## src/rtl/rxclav_pkg.sv

```systemverilog
package rxclav_pkg;
  localparam int ADDR_W = 5;
  localparam logic [ADDR_W-1:0] NULL_ADDR = '1;

  typedef enum logic [1:0] {
    ACC_NONE   = 2'd0,
    ACC_POLL   = 2'd1,
    ACC_SELECT = 2'd2
  } acc_kind_e;
endpackage

```

## src/rtl/rxclav_cfg_reg.sv

```systemverilog
module rxclav_cfg_reg #(
  parameter int AW = 5
) (
  input  logic          clk,
  input  logic          rst,
  input  logic          wr_en,
  input  logic [AW-1:0] wr_data,
  output logic [AW-1:0] port_addr
);
  always_ff @(posedge clk) begin
    if (rst)        port_addr <= '0;
    else if (wr_en) port_addr <= wr_data;
  end
endmodule

```

## src/rtl/rxclav_addr_match.sv

```systemverilog
module rxclav_addr_match #(
  parameter int AW = 5,
  parameter bit RESERVE_NULL = 1'b1
) (
  input  logic [AW-1:0] bus_addr,
  input  logic [AW-1:0] port_addr,
  output logic          hit
);
  logic eq;
  assign eq = (bus_addr == port_addr);

  generate
    if (RESERVE_NULL) begin : g_null
      localparam logic [AW-1:0] NULL_V = '1;
      assign hit = eq && (bus_addr != NULL_V);
    end else begin : g_plain
      assign hit = eq;
    end
  endgenerate
endmodule

```

## src/rtl/rxclav_clav_drv.sv

```systemverilog
module rxclav_clav_drv #(
  parameter int CW = 4
) (
  input  logic          clk,
  input  logic          rst,
  input  logic          hit,
  input  logic [CW-1:0] cells,
  output logic          clav_val,
  output logic          clav_oe
);
  logic have_cell;
  assign have_cell = |cells;

  always_ff @(posedge clk) begin
    if (rst) begin
      clav_oe  <= 1'b0;
      clav_val <= 1'b0;
    end else begin
      clav_oe  <= hit;
      clav_val <= hit & have_cell;
    end
  end
endmodule

```

## src/rtl/rxclav_access_cls.sv

```systemverilog
module rxclav_access_cls
  import rxclav_pkg::*;
(
  input  logic clk,
  input  logic rst,
  input  logic hit,
  input  logic enb_n,
  output logic poll_hit,
  output logic sel_start
);
  logic      hit_q;
  logic      enb_n_q;
  acc_kind_e kind;

  always_comb begin
    kind = ACC_NONE;
    if (hit_q && enb_n_q && !enb_n) kind = ACC_SELECT;
    else if (hit && !enb_n)         kind = ACC_POLL;
  end

  always_ff @(posedge clk) begin
    if (rst) begin
      hit_q     <= 1'b0;
      enb_n_q   <= 1'b1;
      poll_hit  <= 1'b0;
      sel_start <= 1'b0;
    end else begin
      hit_q     <= hit;
      enb_n_q   <= enb_n;
      poll_hit  <= (kind == ACC_POLL);
      sel_start <= (kind == ACC_SELECT);
    end
  end
endmodule

```

## src/rtl/rxclav_responder.sv

```systemverilog
module rxclav_responder
  import rxclav_pkg::*;
#(
  parameter int CNT_W = 4
) (
  input  logic              clk,
  input  logic              rst,
  input  logic              cfg_wr_en,
  input  logic [ADDR_W-1:0] cfg_wr_data,
  input  logic [ADDR_W-1:0] bus_addr,
  input  logic              bus_enb_n,
  input  logic [CNT_W-1:0]  fifo_cells,
  output logic              clav_val,
  output logic              clav_oe,
  output logic              poll_hit,
  output logic              sel_start
);
  logic [ADDR_W-1:0] port_addr_q;
  logic              hit;

  rxclav_cfg_reg #(.AW(ADDR_W)) cfg_i (
    .clk(clk), .rst(rst), .wr_en(cfg_wr_en), .wr_data(cfg_wr_data),
    .port_addr(port_addr_q)
  );

  rxclav_addr_match #(.AW(ADDR_W), .RESERVE_NULL(1'b1)) match_i (
    .bus_addr(bus_addr), .port_addr(port_addr_q), .hit(hit)
  );

  rxclav_clav_drv #(.CW(CNT_W)) drv_i (
    .clk(clk), .rst(rst), .hit(hit), .cells(fifo_cells),
    .clav_val(clav_val), .clav_oe(clav_oe)
  );

  rxclav_access_cls cls_i (
    .clk(clk), .rst(rst), .hit(hit), .enb_n(bus_enb_n),
    .poll_hit(poll_hit), .sel_start(sel_start)
  );
endmodule

```

## config.mk

```make
export PLATFORM = sky130hd
export DESIGN_NAME = rxclav_responder
export DESIGN_NICKNAME = d
export VERILOG_FILES = /design/src/rtl/rxclav_pkg.sv /design/src/rtl/rxclav_cfg_reg.sv /design/src/rtl/rxclav_addr_match.sv /design/src/rtl/rxclav_clav_drv.sv /design/src/rtl/rxclav_access_cls.sv /design/src/rtl/rxclav_responder.sv
export SDC_FILE = /design/constraint.sdc
export NUM_CORES = 1
export LEC_CHECK = 0
export BUFFER_PORTS_ARGS = -buffer_cell sky130_fd_sc_hd__buf_2
export CAP_MARGIN = 20
export CORE_AREA = 2 2 39 41
export CTS_CLUSTER_SIZE = 24
export DETAILED_ROUTE_END_ITERATION = 10
export DIE_AREA = 0 0 41 43
export GPL_TIMING_DRIVEN = 0
export MAX_ROUTING_LAYER = met4
export SYNTH_ARGS = -nofsm -noshare
export SYNTH_HDL_FRONTEND = slang
export SYNTH_SLANG_ARGS = --single-unit
```

## constraint.sdc

```tcl
create_clock -name clk -period 1.01 [get_ports clk]
set_input_delay 0.101 -clock clk [delete_from_list [all_inputs] [get_ports clk]]
set_output_delay 0.101 -clock clk [all_outputs]
set_load 0.03 [all_outputs]
```

==> qor.csv, run 1 <==
metric,value,unit
outcome,"finished, violations left",
violations,setup timing,
synth.avg_cell_area,10.45,um2
vias,334,
finalMaxSlewViolations,0,
drtPass1Iterations,3,
critPathBufInv,0,
grt-ovfl-total,0,
power_density,1410,mW/mm2
gr-usage-all-layers,10.50,%
synth.cell_area,386.6,um2
fin_ws,-0.1343,ns
critical_path.max_fanout,3,
drc,0,
placed_cell_area,508.0,um2
clock_path_buffers,2,
pin_count,22,
peakVddDrop,0.8924,mV
critPathKind,flop to flop,
worst_pin_slew,0.3717,ns
antenna_found_initial,0,
cts.sinks,10,
cp_cell_sequence,"xor2_1, nor4_2, nand4_1, nor3b_2",
ant_nets,0,
area_delta_synth_final,41.75,%
skew,0.002259,ns
synth-seq-cells,10,
hold_class,input port to flop,
dp_slack,-0.1916,ns
antennaDiodeCount,0,
drv_cap,0,
synth-seq-area-share,51.78,%
required,1.19,ns
htreeDepth,1,
final_cell_area,548.0,um2
drive_gt1_share,45.16,%
worstSetupStartpointType,flop,
die_area,0.001763,mm2
rsz0062_at_grt,true,
cts-root-buf,clkbuf_4,
wl_per_cell,9.333,um
crit_family,simple AND/OR/NAND/NOR gates,
vias_per_cell,4.282,
grt_max_degree,8,
port_buffers,20,
routed_wl,728,um
synth_fp_nets,55,
min_period,1.144,ns
fin_crit_sh,113.3,%
initial_core_util,27.94,%
insertion_delay,0.25,ns
numCtsBuffers,3,
worstPathArrival,1.33,ns
grt_pass1_wl,1138,um
utilization,39.60,%
hold_violations,0,
slowest_delay,0.32,ns
drtIter0Drc,3,
fmax,0.8739,GHz
fp.dieH,43,um
synth_cell_type_count,15,
num_rows,14,
critPathSlowestCell,dfxtp_2,
chipWidth,41,um
clk_pin_slew,0.06,ns
synth_warnings,0,
cp-end-kind,flop,
coreArea,0.001384,mm2
slew-limit-headroom,75.22,%
grt_pass1_vias,308,
ctsResizeCount,0,
final_nets,82,
final.setup.tns,-0.2114,ns
setup_viol,3,
gp_congestion,0.5979,
synthCells,37,
cts_tree,yes,
leakage,0.2800,nW
[power breakdown]
part | leakage (nW) | internal [mW] | switching, mW
logic | 0.184 | 0.0557 | 0.0424
registers | 0.0823 | 0.411 | 0.0104
clock network | 0.0138 | 0.137 | 0.117
[state kept, by name (all words and copies together) (netlist names)]
register and flops:
cfg_i.port_addr 5, cls_i.enb_n_q 1, cls_i.hit_q 1, cls_i.poll_hit 1
cls_i.sel_start 1, drv_i.clav_val 1
[metrics by stage]
stage	instances	hold WS [ns]	power, mW
after floorplan	37	0.1660	0.4783
after global placement	73	0.2900	0.5233
after detailed placement	73	0.2869	0.5240
after CTS	77	0.01377	0.7867
after global routing	78	0.07026	0.8270
final	78	0.07422	0.7726
[placed cells by master (no fill, tap or decap)]
cell,n
xnor2_1,2
and3_1,1
buf_2,20
dfxtp_2,1
nand3_1,1
nand4_1,1
clkbuf_1,1
or2_2,1
inv_1,1
xor2_1,3
clkbuf_4,3
dlygate4sd3_1,1
nor2_1,7
dfxtp_1,9
nor3b_2,1
nor4_2,1
buf_4,1
mux2i_1,5
nor4_1,1
nand2_1,1
[cells by family (layout without fill, tap and decap cells)]
| group | Yosys count | after routing | synth area share (%) |
|---|---|---|---|
| xor+xnor | 5 | 5 | 11.33 |
| mux | 5 | 5 | 12.95 |
| flops | 10 | 10 | 51.78 |
| buf+inv | 2 | 27 | 1.940 |
| simple gates | 15 | 15 | 22.01 |
[timing repair]
action	in CTS	in global routing
pin swaps	2	0
setup buffers	1	0
gates cloned	0	0
endpoints found under the hold margin	0	1
endpoints found under the setup margin	3	3
hold buffers	0	1
[cell usage after synthesis]
library cell  instances  area, um2
nand2_1               1      3.750
clkbuf_1              1      3.750
xor2_1                3      26.28
mux2i_1               5      50.05
nor4_1                1      6.260
nand3_1               1      5.000
inv_1                 1      3.750
nor3b_2               1      12.51
dfxtp_1              10      200.2
or2_2                 1      6.260
nor2_1                7      26.28
nor4_2                1      12.51
xnor2_1               2      17.52
nand4_1               1      6.260
and3_1                1      6.260
[area by class of cell]
type,instances,area (um2)
Multi-Input combinational cell,25,178.9
Inverter,1,3.754
Timing Repair Buffer,22,117.6
Sequential cell,10,201.4
Fill cell,148,835.8
Tap cell,16,20.02
Buffer,1,3.754
Clock buffer,3,22.52
[tightest hold or removal path, stage by stage]
cell and delay, ns:
buf_2 0.07, nor4_1 0.03, nor2_1 0.08
[metal layers]
metal	GRT usage (%)	share of wire [%]	up-vias
li1	-	-	174
met1	10.32	44	140
met2	14.06	41	18
met3	8.377	13	2
met4	6.000	1.5	0
met5	-	0	-
[final timing paths]
check,from,end,slack [ns],cells past startpoint
worst max-delay path,cfg_i.port_addr[0]$_SDFFE_PP0P_,cls_i.poll_hit$_SDFF_PP0_,-0.13,4
worst min-delay path,fifo_cells[2],drv_i.clav_val$_SDFF_PP0_,0.07,3
worst max register to register,cfg_i.port_addr[0]$_SDFFE_PP0P_,cls_i.poll_hit$_SDFF_PP0_,-0.13,4
worst min register to register,cls_i.enb_n_q$_SDFF_PP1_,cls_i.sel_start$_SDFF_PP0_,0.43,2
Note: power is estimated with default switching activity, not from simulation.
==> inputs of run 2 (changes only) <==
--- a/config.mk
+++ b/config.mk
@@ -7,12 +7,12 @@
 export LEC_CHECK = 0
 export BUFFER_PORTS_ARGS = -buffer_cell sky130_fd_sc_hd__buf_2
 export CAP_MARGIN = 20
-export CORE_AREA = 2 2 39 41
+export CORE_UTILIZATION = 30
 export CTS_CLUSTER_SIZE = 24
 export DETAILED_ROUTE_END_ITERATION = 10
-export DIE_AREA = 0 0 41 43
 export GPL_TIMING_DRIVEN = 0
 export MAX_ROUTING_LAYER = met4
 export SYNTH_ARGS = -nofsm -noshare
 export SYNTH_HDL_FRONTEND = slang
+export SYNTH_HIERARCHICAL = 1
 export SYNTH_SLANG_ARGS = --single-unit
==> qor.csv, run 2 <==
metric,value,unit,change
final_cell_mix,"20 x buf_2, 7 x dfxtp_1, 6 x nor2_1, 5 x mux2i_1, 4 x dfxtp_2",,
vias,345,,+3.3%
synth.most_common_cell,dfxtp_1,,
final_nets,83,,+1.2%
area_delta_synth_final,45.18,%,
numCtsBuffers,3,,unchanged
top_register,cfg_i/port_addr,,
synth-seq-area-share,53.01,%,+1.2 points
yosys.area.top_type,dfxtp_1,,
skew,0.004678,ns,+0.002419 ns
r2r_cells,5,,+1
grt_pass1_wl,1221,um,+7.3%
wl_per_cell,9.101,um,-2.5%
die_area,0.001537,mm2,-13%
synth.avg_cell_area,10.65,um2,+1.9%
gr-usage-all-layers,12.15,%,+1.6 points
synth.cell_area,415.4,um2,+7.4%
hp-start,bus_enb_n,,
grt_max_degree,9,,+1
coreArea,0.001301,mm2,-6.0%
layout_commonest_cell,buf_2,,
clock_path_buffers,2,,unchanged
gp_congestion,0.7450,,+25%
hold_end,cls_i/enb_n_q$_SDFF_PP1_,,
drtPass1Iterations,4,,+1
antenna_found_initial,0,,unchanged
ant_nets,0,,unchanged
fp.dieH,39.21,um,-8.8%
antennaDiodeCount,0,,unchanged
worst_pin_slew,0.1911,ns,-0.1806 ns
fillers,145,,-2.0%
drc,0,,unchanged
cts.sinks,11,,+1
rsz0062_at_grt,true,,
required,1.21,ns,+0.02 ns
insertion_delay,0.26,ns,about the same
hold_buffers,0,,unchanged
hold_slack,0.03818,ns,-0.03604 ns
hold_class,input port to flop,,
synth-seq-cells,11,,+1
synth_fp_nets,57,,+3.6%
fin_crit_sh,105.1,%,-8.2 points
htreeDepth,1,,unchanged
fin_ws,-0.05198,ns,+0.08235 ns
num_rows,13,,-1
drtIter0Drc,7,,+4
synth-edff-count,0,,unchanged
p_total,856.9,uW,+11%
finalMaxSlewViolations,0,,unchanged
leakage,0.2867,nW,+2.4%
synth_warnings,6,,+6
critPathKind,flop to flop,,
synthArstFlopShare,0,%,unchanged
critical_path.max_fanout,2,,-1
final_cell_area,603.1,um2,+10%
synthFlopType,dfxtp_1,,
setup_viol,3,,unchanged
grt-ovfl-total,0,,unchanged
fmax,0.9416,GHz,+7.8%
regToRegSetupSlack,-0.05,ns,+0.08 ns
initial_core_util,31.92,%,+4.0 points
vias_per_cell,4.367,,+2.0%
synth_top_area_share,53.01,%,+1.2 points
dp_slack,-0.1312,ns,+0.06039 ns
slew-limit-headroom,87.26,%,+12 points
min_period,1.062,ns,-0.08235 ns
routed_wl,719,um,-1.2%
drive_gt1_share,56.25,%,+11 points
clk_pin_slew,0.07,ns,about the same
min_delay_path_depth,3,,unchanged
outcome,"finished, violations left",,
pin_count,22,,unchanged
port_buffers,20,,unchanged
stdcell_count,79,,+1.3%
hold_violations,0,,unchanged
chipWidth,39.21,um,-4.4%
worstPathArrival,1.27,ns,-0.06 ns
cts-root-buf,clkbuf_4,,
synth_common_cells,"11 x dfxtp_1, 6 x nor2_1, 5 x mux2i_1",,
grt_pass1_vias,318,,+3.2%
largest_reg_flops,5,,unchanged
utilization,46.35,%,+6.7 points
cts_tree,yes,,
power_density,1421,mW/mm2,+0.79%
placed_cell_area,534.3,um2,+5.2%
timing.rr.end,drv_i/clav_val$_SDFF_PP0_,,
worstSetupStartpointType,flop,,
drv_cap,0,,unchanged
placed_cells,74,,+1.4%
synth.area.top_cells,"dfxtp_1 53%, mux2i_1 12%, xnor2_1 8.4%",,
synth_cell_type_count,15,,unchanged
peakVddDrop,0.8302,mV,-7.0%
cp-end-kind,flop,,
reg2reg_from,cfg_i/port_addr[1]$_SDFFE_PP0P_,,
final.setup.tns,-0.1026,ns,+0.1088 ns
synthCells,39,,+5.4%
violations,setup timing,,
run 2: cell types whose count changed in the layout (fill, tap and decap cells not counted), sizes merged, moves of 2 or more:
cell	change
xor2	-3
xnor2	+2
nor4	-2
nor2b	+2
run 2: metal layers:
layer,GRT usage [%],vias up,routed length (um)
met5,-,-,0
met4,5.172,0,6
met3,3.468,2,37
met2,19.17,10,357
met1,14.34,150,317
li1,-,183,-
run 2: critical path, stage by stage, from the launching register on:
cell	delay (ns)
dfxtp_2	0.33
xnor2_1	0.13
nand4_1	0.12
a21oi_2	0.14
nor2b_4	0.16
o41a_1	0.13
run 2: what timing repair did:
item	in CTS	in global routing
setup buffers	1	0
resized for setup	6	3
pin swaps	3	1
gates cloned	0	0
endpoints found under the setup margin	3	4
run 2: power by group:
| part | switching, mW | internal [mW] |
|---|---|---|
| Clock | 0.129 | 0.152 |
| Sequential | 0.0111 | 0.452 |
| Combinational | 0.0463 | 0.0657 |
| Total | 0.187 | 0.670 |
run 2: logic make-up after synthesis:
family	after synthesis	share of synthesized area [%]
xor+xnor	4	8.433
buf+inv	2	3.613
mux	5	12.05
flops	11	53.01
compound gates	2	4.819
simple gates	15	18.07
run 2: area by class of cell:
class | count | area (um2) | share of cell area, %
clock buffers | 4 | 26.28 | 4.357
repair buffers | 21 | 107.6 | 17.84
multi-input cells | 26 | 210.2 | 34.85
flip-flops and latches | 11 | 225.2 | 37.34
inverters | 1 | 3.754 | 0.6224
well taps | 15 | 18.77 | 3.112
plain buffers | 1 | 11.26 | 1.867
run 2: worst max path at each step:
stage	from	end	slack (ns)
after detailed placement	cfg_i/port_addr[3]$_SDFFE_PP0P_	drv_i/clav_val$_SDFF_PP0_	-0.13
final	cfg_i/port_addr[1]$_SDFFE_PP0P_	drv_i/clav_val$_SDFF_PP0_	-0.05
after CTS	cfg_i/port_addr[1]$_SDFFE_PP0P_	drv_i/clav_val$_SDFF_PP0_	-0.07
after global routing	cfg_i/port_addr[2]$_SDFFE_PP0P_	drv_i/clav_val$_SDFF_PP0_	-0.14
after global placement	cfg_i/port_addr[1]$_SDFFE_PP0P_	drv_i/clav_val$_SDFF_PP0_	-0.13
after floorplan	cfg_i/port_addr[1]$_SDFFE_PP0P_	drv_i/clav_val$_SDFF_PP0_	0.0008
